File: src/rtl/kline_wake_pkg.sv
package kline_wake_pkg;

  typedef enum logic [1:0] {
    ST_IDLE = 2'd0,
    ST_LOW  = 2'd1,
    ST_HOLD = 2'd2
  } wake_state_e;

  localparam logic [1:0] SEL_K    = 2'd0;
  localparam logic [1:0] SEL_L    = 2'd1;
  localparam logic [1:0] SEL_BOTH = 2'd2;
  localparam logic [1:0] SEL_BAD  = 2'd3;

  localparam int unsigned NUM_LINES = 2;
  localparam int unsigned LINE_K    = 0;
  localparam int unsigned LINE_L    = 1;

  // Bit LINE_K set drives the K line, bit LINE_L drives the L line.
  function automatic logic [NUM_LINES-1:0] lane_mask(input logic [1:0] sel);
    logic [NUM_LINES-1:0] m;
    m = '0;
    case (sel)
      SEL_K:    m[LINE_K] = 1'b1;
      SEL_L:    m[LINE_L] = 1'b1;
      SEL_BOTH: m = '1;
      default:  m = '0;
    endcase
    return m;
  endfunction

endpackage

File: src/rtl/kline_us_timebase.sv
module kline_us_timebase #(
  parameter int unsigned CLK_PER_US = 50,
  parameter int unsigned US_W       = 17
) (
  input  logic            clk,
  input  logic            rst,
  output logic [US_W-1:0] us_cnt_o
);

  logic tick;

  generate
    if (CLK_PER_US > 1) begin : g_div
      localparam int unsigned PRE_W = $clog2(CLK_PER_US);
      localparam logic [PRE_W-1:0] PRE_LAST = PRE_W'(CLK_PER_US - 1);
      logic [PRE_W-1:0] pre_q;

      always_ff @(posedge clk) begin
        if (rst) begin
          pre_q <= '0;
        end else if (pre_q == PRE_LAST) begin
          pre_q <= '0;
        end else begin
          pre_q <= pre_q + 1'b1;
        end
      end

      assign tick = (pre_q == PRE_LAST);
    end else begin : g_nodiv
      assign tick = 1'b1;
    end
  endgenerate

  // Free-running microsecond count; wraps, consumers use modular differences.
  always_ff @(posedge clk) begin
    if (rst) begin
      us_cnt_o <= '0;
    end else if (tick) begin
      us_cnt_o <= us_cnt_o + 1'b1;
    end
  end

endmodule

File: src/rtl/kline_wake_ctrl.sv
module kline_wake_ctrl
  import kline_wake_pkg::*;
#(
  parameter int unsigned LOW_US    = 25000,
  parameter int unsigned KEEP_US   = 5000,
  parameter int unsigned WINDOW_US = 49000,
  parameter int unsigned US_W      = 17
) (
  input  logic                 clk,
  input  logic                 rst,
  input  logic                 start_i,
  input  logic [1:0]           sel_i,
  input  logic [US_W-1:0]      us_cnt_i,
  output logic [NUM_LINES-1:0] drive_mask_o,
  output logic                 pulse_o,
  output logic                 busy_o,
  output logic                 done_o,
  output logic                 sel_err_o
);

  localparam logic [US_W-1:0] LOW_T  = US_W'(LOW_US);
  localparam logic [US_W-1:0] KEEP_T = US_W'(KEEP_US);
  localparam logic [US_W-1:0] WIN_T  = US_W'(WINDOW_US);

  wake_state_e     state_q;
  logic [US_W-1:0] start_stamp_q;
  logic [US_W-1:0] keep_stamp_q;
  logic [US_W-1:0] since_start;
  logic [US_W-1:0] since_keep;

  assign since_start = us_cnt_i - start_stamp_q;
  assign since_keep  = us_cnt_i - keep_stamp_q;

  always_ff @(posedge clk) begin
    if (rst) begin
      state_q       <= ST_IDLE;
      start_stamp_q <= '0;
      keep_stamp_q  <= '0;
      drive_mask_o  <= '0;
      pulse_o       <= 1'b0;
      busy_o        <= 1'b0;
      done_o        <= 1'b0;
      sel_err_o     <= 1'b0;
    end else begin
      pulse_o   <= 1'b0;
      done_o    <= 1'b0;
      sel_err_o <= 1'b0;
      case (state_q)
        ST_IDLE: begin
          if (start_i) begin
            if (sel_i == SEL_BAD) begin
              sel_err_o <= 1'b1;
            end else begin
              state_q       <= ST_LOW;
              busy_o        <= 1'b1;
              start_stamp_q <= us_cnt_i;
              keep_stamp_q  <= us_cnt_i;
              drive_mask_o  <= lane_mask(sel_i);
            end
          end
        end
        ST_LOW: begin
          // Release wins over a keep-alive pulse falling on the same microsecond.
          if (since_start >= LOW_T) begin
            state_q      <= ST_HOLD;
            drive_mask_o <= '0;
          end else if (since_keep >= KEEP_T) begin
            pulse_o      <= 1'b1;
            keep_stamp_q <= us_cnt_i;
          end
        end
        ST_HOLD: begin
          if (since_start >= WIN_T) begin
            state_q <= ST_IDLE;
            busy_o  <= 1'b0;
            done_o  <= 1'b1;
          end
        end
        default: begin
          state_q      <= ST_IDLE;
          busy_o       <= 1'b0;
          drive_mask_o <= '0;
        end
      endcase
    end
  end

endmodule

File: src/rtl/kline_line_drive.sv
module kline_line_drive #(
  parameter int unsigned LINES = 2
) (
  input  logic             clk,
  input  logic             rst,
  input  logic [LINES-1:0] drive_mask_i,
  input  logic             pulse_i,
  input  logic [LINES-1:0] uart_tx_i,
  output logic [LINES-1:0] line_o
);

  generate
    for (genvar g = 0; g < LINES; g++) begin : g_line
      always_ff @(posedge clk) begin
        if (rst) begin
          line_o[g] <= 1'b1;
        end else if (drive_mask_i[g]) begin
          line_o[g] <= pulse_i;
        end else begin
          line_o[g] <= uart_tx_i[g];
        end
      end
    end
  endgenerate

endmodule

File: src/rtl/kline_wake_gen.sv
module kline_wake_gen
  import kline_wake_pkg::*;
#(
  parameter int unsigned CLK_PER_US = 50,
  parameter int unsigned LOW_US     = 25000,
  parameter int unsigned KEEP_US    = 5000,
  parameter int unsigned WINDOW_US  = 49000
) (
  input  logic       clk,
  input  logic       rst,
  input  logic       start_i,
  input  logic [1:0] sel_i,
  input  logic       k_uart_tx_i,
  input  logic       l_uart_tx_i,
  output logic       k_line_o,
  output logic       l_line_o,
  output logic       busy_o,
  output logic       done_o,
  output logic       sel_err_o
);

  localparam int unsigned US_W = $clog2(WINDOW_US + 1) + 1;

  logic [US_W-1:0]      us_cnt;
  logic [NUM_LINES-1:0] drive_mask;
  logic                 pulse;
  logic [NUM_LINES-1:0] uart_tx;
  logic [NUM_LINES-1:0] line;

  assign uart_tx[LINE_K] = k_uart_tx_i;
  assign uart_tx[LINE_L] = l_uart_tx_i;
  assign k_line_o        = line[LINE_K];
  assign l_line_o        = line[LINE_L];

  kline_us_timebase #(
    .CLK_PER_US (CLK_PER_US),
    .US_W       (US_W)
  ) u_timebase (
    .clk      (clk),
    .rst      (rst),
    .us_cnt_o (us_cnt)
  );

  kline_wake_ctrl #(
    .LOW_US    (LOW_US),
    .KEEP_US   (KEEP_US),
    .WINDOW_US (WINDOW_US),
    .US_W      (US_W)
  ) u_ctrl (
    .clk          (clk),
    .rst          (rst),
    .start_i      (start_i),
    .sel_i        (sel_i),
    .us_cnt_i     (us_cnt),
    .drive_mask_o (drive_mask),
    .pulse_o      (pulse),
    .busy_o       (busy_o),
    .done_o       (done_o),
    .sel_err_o    (sel_err_o)
  );

  kline_line_drive #(
    .LINES (NUM_LINES)
  ) u_drive (
    .clk          (clk),
    .rst          (rst),
    .drive_mask_i (drive_mask),
    .pulse_i      (pulse),
    .uart_tx_i    (uart_tx),
    .line_o       (line)
  );

endmodule

File: config.mk
export PLATFORM = sky130hd
export DESIGN_NAME = kline_wake_gen
export DESIGN_NICKNAME = d
export VERILOG_FILES = /design/src/rtl/kline_wake_pkg.sv /design/src/rtl/kline_us_timebase.sv /design/src/rtl/kline_wake_ctrl.sv /design/src/rtl/kline_line_drive.sv /design/src/rtl/kline_wake_gen.sv
export SDC_FILE = /design/constraint.sdc
export NUM_CORES = 1
export LEC_CHECK = 0
export BUFFER_PORTS_ARGS = -buffer_cell sky130_fd_sc_hd__buf_2
export CORE_ASPECT_RATIO = 1.1
export CORE_UTILIZATION = 43
export DETAILED_ROUTE_END_ITERATION = 10
export PLACE_DENSITY_LB_ADDON = 0.1
export SYNTH_ARGS = -nofsm -noshare
export SYNTH_HDL_FRONTEND = slang
export SYNTH_SLANG_ARGS = --single-unit
File: constraint.sdc
create_clock -name clk -period 3.95 [get_ports clk]
set_input_delay 0.79 -clock clk [delete_from_list [all_inputs] [get_ports clk]]
set_output_delay 0.79 -clock clk [all_outputs]
set_load 0.05 [all_outputs]
==> results of run 1 <==
-- sequential cells by signal, summed over array words and instances (netlist names), 2 cells and up --
| signal | flops |
|---|---|
| u_timebase.us_cnt_o | 17 |
| u_ctrl.keep_stamp_q | 17 |
| u_ctrl.state_q | 2 |
| u_timebase.g_div.pre_q | 6 |
| u_ctrl.drive_mask_o | 2 |
| u_drive.line_o | 2 |
| u_ctrl.start_stamp_q | 17 |
-- cell usage after synthesis, types with 6 or more instances --
cell      instances  area, um^2
xor2_1           21         184
and3_1            7        43.8
nor2_1           46         173
o211ai_1          8        60.1
nor2b_1          12        75.1
xnor2_1          12         105
clkbuf_1         16        60.1
nor3_1           15        75.1
dfxtp_1          67        1340
o21ai_0          19        95.1
nand2b_1         44         275
ha_1             38         475
nand3_1          13        65.1
a21oi_1          45         225
a21o_1            6        45.0
o21a_1            7        52.6
or3_1             6        37.5
a211oi_1          8        60.1
mux2i_1          21         210
nand2_1          59         221
inv_1            41         154
-- where the power goes --
part | leakage, uW | total [uW] | switching [uW] | internal, uW
sequential | 0.000541 | 691 | 6.89 | 684
clock | 0.000136 | 761 | 278 | 483
combinational | 0.00150 | 87.0 | 52.9 | 34.1
-- critical path: stages, from the launching register on --
cell	delay, ns
dfxtp_1	0.42
inv_1	0.10
ha_1	0.22
fa_1	0.38
nand2b_1	0.20
a211o_1	0.34
a21oi_1	0.29
o31ai_1	0.18
a22oi_4	0.22
o211ai_4	0.12
a211oi_4	0.43
a21oi_4	0.12
buf_4	0.19
mux2i_1	0.11
-- kinds of logic after synthesis --
| family | share of synthesized area [%] |
|---|---|
| AND/OR/NAND/NOR | 25.1 |
| AO/OA/AOI/OAI | 21.0 |
| flip-flops | 27.4 |
| buffers and inverters | 5.80 |
| adder cells (fa/ha/maj) | 10.5 |
| XOR/XNOR | 5.90 |
| multiplexers | 4.29 |
-- stage by stage --
step	utilization (%)	total power, uW	hold WS (ns)	area [um^2]	cells
after floorplan	-	771	0.436	4900	601
after global placement	46.1	787	0.443	5070	745
after detailed placement	46.1	788	0.447	5070	745
after CTS	48.6	1550	0.454	5350	760
after global routing	48.9	1600	0.471	5380	763
final	48.9	1540	0.451	5380	763
-- area by class of cell --
cell class	count	area, um^2
Tap cell	147	184
Multi-Input combinational cell	471	3280
Sequential cell	67	1340
Inverter	41	154
Clock inverter	3	40.0
Clock buffer	12	236
Timing Repair Buffer	22	150
Fill cell	1093	5630
-- final timing paths --
path,to,start,slack (ns),depth (start not counted)
setup / recovery,u_ctrl.keep_stamp_q[12],u_timebase.us_cnt_o[0],0.52,13
hold reg to reg,u_ctrl.start_stamp_q[6],u_ctrl.start_stamp_q[6],0.45,2
hold / removal,u_ctrl.start_stamp_q[6],u_ctrl.start_stamp_q[6],0.45,2
setup reg to reg,u_ctrl.keep_stamp_q[12],u_timebase.us_cnt_o[0],0.52,13
-- layer usage --
metal	track usage (%)	up-vias	wire (um)
met1	23.0	1912	5060
met5	0	-	0
met4	6.95	0	138
met3	2.74	9	132
met2	34.9	37	5310
li1	-	2132	-
==> impl_results.md, run 1 <==
* Total Die Area at 0.0118 mm^2
* Via count at 4,090
* Seq/Total Area, Yosys at 27.4%
* Status: finished, final reports clean
* Clock skew after layout at 0.00673 ns
* Clock tree buffer depth at 2
* Min Tclk post-route at 3.43 ns
* Row count at 40
* TritonCTS clock tree: built
* Critical path arrival at 3.65 ns
* Hold Path Class: reg -> reg
* CTS Buf Count at 9
* Maximum vdd ir drop at 0.000215 V
* N_diodes at 0
* Main synth FF type: dfxtp_1
* Vias per cell at 5.36
* Final Slew Violations at 0
* Avg Cell Area, Syn at 8.15 um^2
* Hold Vio Cnt, Final at 0
* Worst-Skew Late Latency at 0.33 ns
* Root buf cell: clkbuf_16
* Layout cell share with drive strength beyond 1 at 9.74%
* Worst Setup End Kind: flip-flop
* Routed wire length at 10,600 um
* Pre-CTS setup slack at 0.269 ns
* Die H at 114 um
* CTS Hold Bufs at 0
* Commonest non-fill, non-tap cell in the layout: dfxtp_1
* Post-CTS Setup Bufs at 0
* Startpoint types: flip-flop
* CTS Sinks at 67
* Crit path kind: reg -> reg
* Synth Warn # at 0
* Final setup fails at 0
* Max-slew headroom at 34.8%
* Largest net degree at the start of global routing at 68
* Detailed Routing Iterations Pass 1 at 4
* PD cells at 286 mW/mm^2
* Io pins at 12
* Req. time, crit path at 4.17 ns
* Max Cap Viol at 0
* Fin nets at 659
* Measured slew at the worst slew-check pin at 0.979 ns
* Highest Clock Rate at 0.291 GHz
* CP Max Fanout at 6
* Worst-path clk slew at 0.06 ns
* Lkg Pwr at 0.00217 uW
* Post-DRT Antenna Nets at 0
* Post-synthesis instance total at 601
* Netlist Area Pre-Place at 0.00490 mm^2
* Port Buffers at 11
* Total congestion overflow at 0
* Initial Utilization at 44.5%
* RSZ-0062 raised after global routing: no
* First-pass GRT wire length at 18,500 um
* Vias in the first global route at 3,915
* Antenna violations before repair at 0
* Final worst setup slack at 0.518 ns
* DRT iter0 DRCs at 196
* Placed wire-length estimate at 7920 um
* Syn Nets at 648
* Period Utilization, post-route at 86.9%
* P&R area growth vs syn at 9.91%
* Post-synth EDFFs at 0
* Fin Setup TNS at 0 ns
* CTS resizes at 0
* Die W at 104 um
* Gr usage total at 19.2%
* Gpl congestion at 0.875
* Core footprint at 0.0110 mm^2
* Async set-reset flop share out of synthesis at 0%
* #FFs+latches synth at 67
* DR DRC count at 0
* Commonest non-fill, non-tap cells in the layout: 67 x dfxtp_1, 59 x nand2_1, 46 x nor2_1
* H-tree depth at 3
* Avg WL per Cell at 13.9 um
* Count of cell types in the netlist at 73
Power figures use the tool's default switching activity.
==> run 2, diff against run 1 <==
Settings changed: BUFFER_PORTS_ARGS -buffer_cell sky130_fd_sc_hd__buf_2 to -buffer_cell sky130_fd_sc_hd__buf_4, RECOVER_POWER set to 50.
==> run 2 against run 1 <==
The flow now finishes with violations (capacitance limit, slew limit). Flip-flop and latch count unchanged. Design area is essentially flat. Clock power rose by 5.9%. Critical path depth down 1. Maximum frequency down 7.1%. Worst hold slack better by 0.0017 ns. Largest cell class unchanged.
==> impl_results.md, run 2 (synthesis results as in run 1) <==
* CTS Buf Count at 9 (unchanged)
* Largest net degree at the start of global routing at 85 (was 68)
* Routed wire length at 10,600 um (about the same)
* Avg WL per Cell at 13.9 um (about the same)
* Fin Setup TNS at 0 ns (unchanged)
* DR DRC count at 0 (unchanged)
* Post-CTS Setup Bufs at 0 (unchanged)
* Min Hold Slack at 0.453 ns (was 0.451 ns)
* Largest registers: u_ctrl.keep_stamp_q (17), u_ctrl.start_stamp_q (17), u_timebase.us_cnt_o (17) (unchanged)
* Post-DRT Antenna Nets at 0 (unchanged)
* First-pass GRT wire length at 18,300 um (was 18,500 um)
* Gr usage total at 19.1% (was 19.2%)
* P&R area growth vs syn at 9.86% (was 9.91%)
* Clock tree buffer depth at 2 (unchanged)
* Detailed Routing Iterations Pass 1 at 4 (unchanged)
* Req. time, crit path at 4.20 ns (was 4.17 ns)
* Buffers plus inverters on the worst setup path at 1 (was 2)
* TritonCTS clock tree: built (unchanged)
* RSZ-0062 raised after global routing: no (unchanged)
* Clock skew after layout at 0.00468 ns (was 0.00673 ns)
* Period Utilization, post-route at 93.5% (was 86.9%)
* Layout cell share with drive strength beyond 1 at 8.79% (was 9.74%)
* CTS resizes at 0 (unchanged)
* Initial Utilization at 44.5% (unchanged)
* Commonest non-fill, non-tap cell in the layout: dfxtp_1 (unchanged)
* Worst-path clk slew at 0.06 ns (about the same)
* Crit path kind: reg -> reg (unchanged)
* CTS Hold Bufs at 0 (unchanged)
* Max Cap Viol at 1 (was 0)
* Status: complete, but fails checks (was finished, final reports clean)
* Port Buffers at 11 (unchanged)
* Critical path arrival at 3.95 ns (was 3.65 ns)
* Min Tclk post-route at 3.69 ns (was 3.43 ns)
* Final Slew Violations at 85 (was 0)
* CTS Sinks at 67 (unchanged)
* DRT iter0 DRCs at 182 (was 196)
* Die H at 114 um (unchanged)
* Gpl congestion at 0.878 (was 0.875)
* Row count at 40 (unchanged)
* Failing checks: capacitance limit, slew limit
* Area of placed instances at 0.00510 mm^2 (was 0.00507 mm^2)
* Total Die Area at 0.0118 mm^2 (unchanged)
* Via count at 4,104 (was 4,090)
* Core footprint at 0.0110 mm^2 (unchanged)
* Hold Path Class: reg -> reg (unchanged)
* Startpoint types: flip-flop (unchanged)
* Vias per cell at 5.39 (was 5.36)
* Critical path's top delay family: compound AO/OA/AOI/OAI gates (unchanged)
* Final Cell Area at 0.00538 mm^2 (about the same)
* Commonest non-fill, non-tap cells in the layout: 67 x dfxtp_1, 59 x nand2_1, 46 x nor2_1 (unchanged)
* Worst Setup End Kind: flip-flop (unchanged)
* Max-slew headroom at -104% (was 34.8%)
* PD cells at 293 mW/mm^2 (was 286 mW/mm^2)
* Placed wire-length estimate at 8090 um (was 7920 um)
* Lkg Pwr at 0.00214 uW (was 0.00217 uW)
* Crit-path max cell delay at 0.63 ns (was 0.43 ns)
* Worst-Skew Late Latency at 0.33 ns (about the same)
* N_diodes at 0 (unchanged)
* CP Max Fanout at 17 (was 6)
* Crit-path slowest cell: a21oi_4 (was a211oi_4)
* Vias in the first global route at 3,905 (was 3,915)
* Antenna violations before repair at 0 (unchanged)
* Root buf cell: clkbuf_16 (unchanged)
* Die W at 104 um (unchanged)
* Crit path cell chain: inv_1 > ha_1 > fa_1 > nand2b_1 > a211oi_1 > nor3b_1 > o21a_1 > or3_1 > nand3_1 > a211oi_4 > a21oi_4 > mux2i_1 (was inv_1 > ha_1 > fa_1 > nand2b_1 > a211o_1 > a21oi_1 > o31ai_1 > a22oi_4 > o211ai_4 > a211oi_4 > a21oi_4 > buf_4 > mux2i_1)
* Total congestion overflow at 0 (unchanged)
* Final setup fails at 0 (unchanged)
* Fin nets at 656 (was 659)
* Fin util at 48.9% (about the same)
* Overall Power at 1580 uW (was 1540 uW)
* Maximum vdd ir drop at 0.000267 V (was 0.000215 V)
* Io pins at 12 (unchanged)
* Hold Vio Cnt, Final at 0 (unchanged)
* Highest Clock Rate at 0.271 GHz (was 0.291 GHz)
* H-tree depth at 3 (unchanged)
* Measured slew at the worst slew-check pin at 3.05 ns (was 0.979 ns)
* Fillers at 1,111 (was 1,093)
[run 2: report_power, final]
| group | switching [uW] | total (uW) | internal (uW) |
|---|---|---|---|
| clock network | 298 | 806 | 508 |
| logic | 51.7 | 82.4 | 30.7 |
| registers | 6.94 | 691 | 684 |
| total | 357 | 1580 | 1220 |
[run 2: path summary, 6_finish.rpt]
kind | start | to | slack [ns] | depth (start not counted)
setup / recovery | u_timebase.us_cnt_o[0] | u_ctrl.keep_stamp_q[6] | 0.26 | 12
hold / removal | u_ctrl.start_stamp_q[15] | u_ctrl.start_stamp_q[15] | 0.45 | 2
setup reg to reg | u_timebase.us_cnt_o[0] | u_ctrl.keep_stamp_q[6] | 0.26 | 12
hold reg to reg | u_ctrl.start_stamp_q[15] | u_ctrl.start_stamp_q[15] | 0.45 | 2
[run 2: final cells by class]
cell class              instances  area [um^2]  area share, %
clock buffers                  11          243           4.51
inverters                      41          154           2.86
well taps                     147          184           3.42
multi-input cells             471         3280           60.9
flip-flops and latches         67         1340           24.9
clock inverters                 5         61.3           1.14
repair buffers                 19          120           2.23
[run 2: routing by layer]
metal,track usage (%),wire (um)
met5,0,0
met4,7.14,157
met3,2.97,247
met2,35.4,5370
met1,22.2,4790
[run 2: metrics by stage]
stage          cells  setup WS (ns)
5_1_grt          761        0.00465
2_1_floorplan    601          0.820
6_report         761          0.256
4_1_cts          761          0.270
3_5_place_dp     745          0.278
3_3_place_gp     745          0.422
[run 2: worst min-delay path, delay by kind of cell, from the launching register on]
family	cells	cell delay, ns
AND/OR/NAND/NOR	1	0.05
AO/OA/AOI/OAI	1	0.05
flip-flops	1	0.30
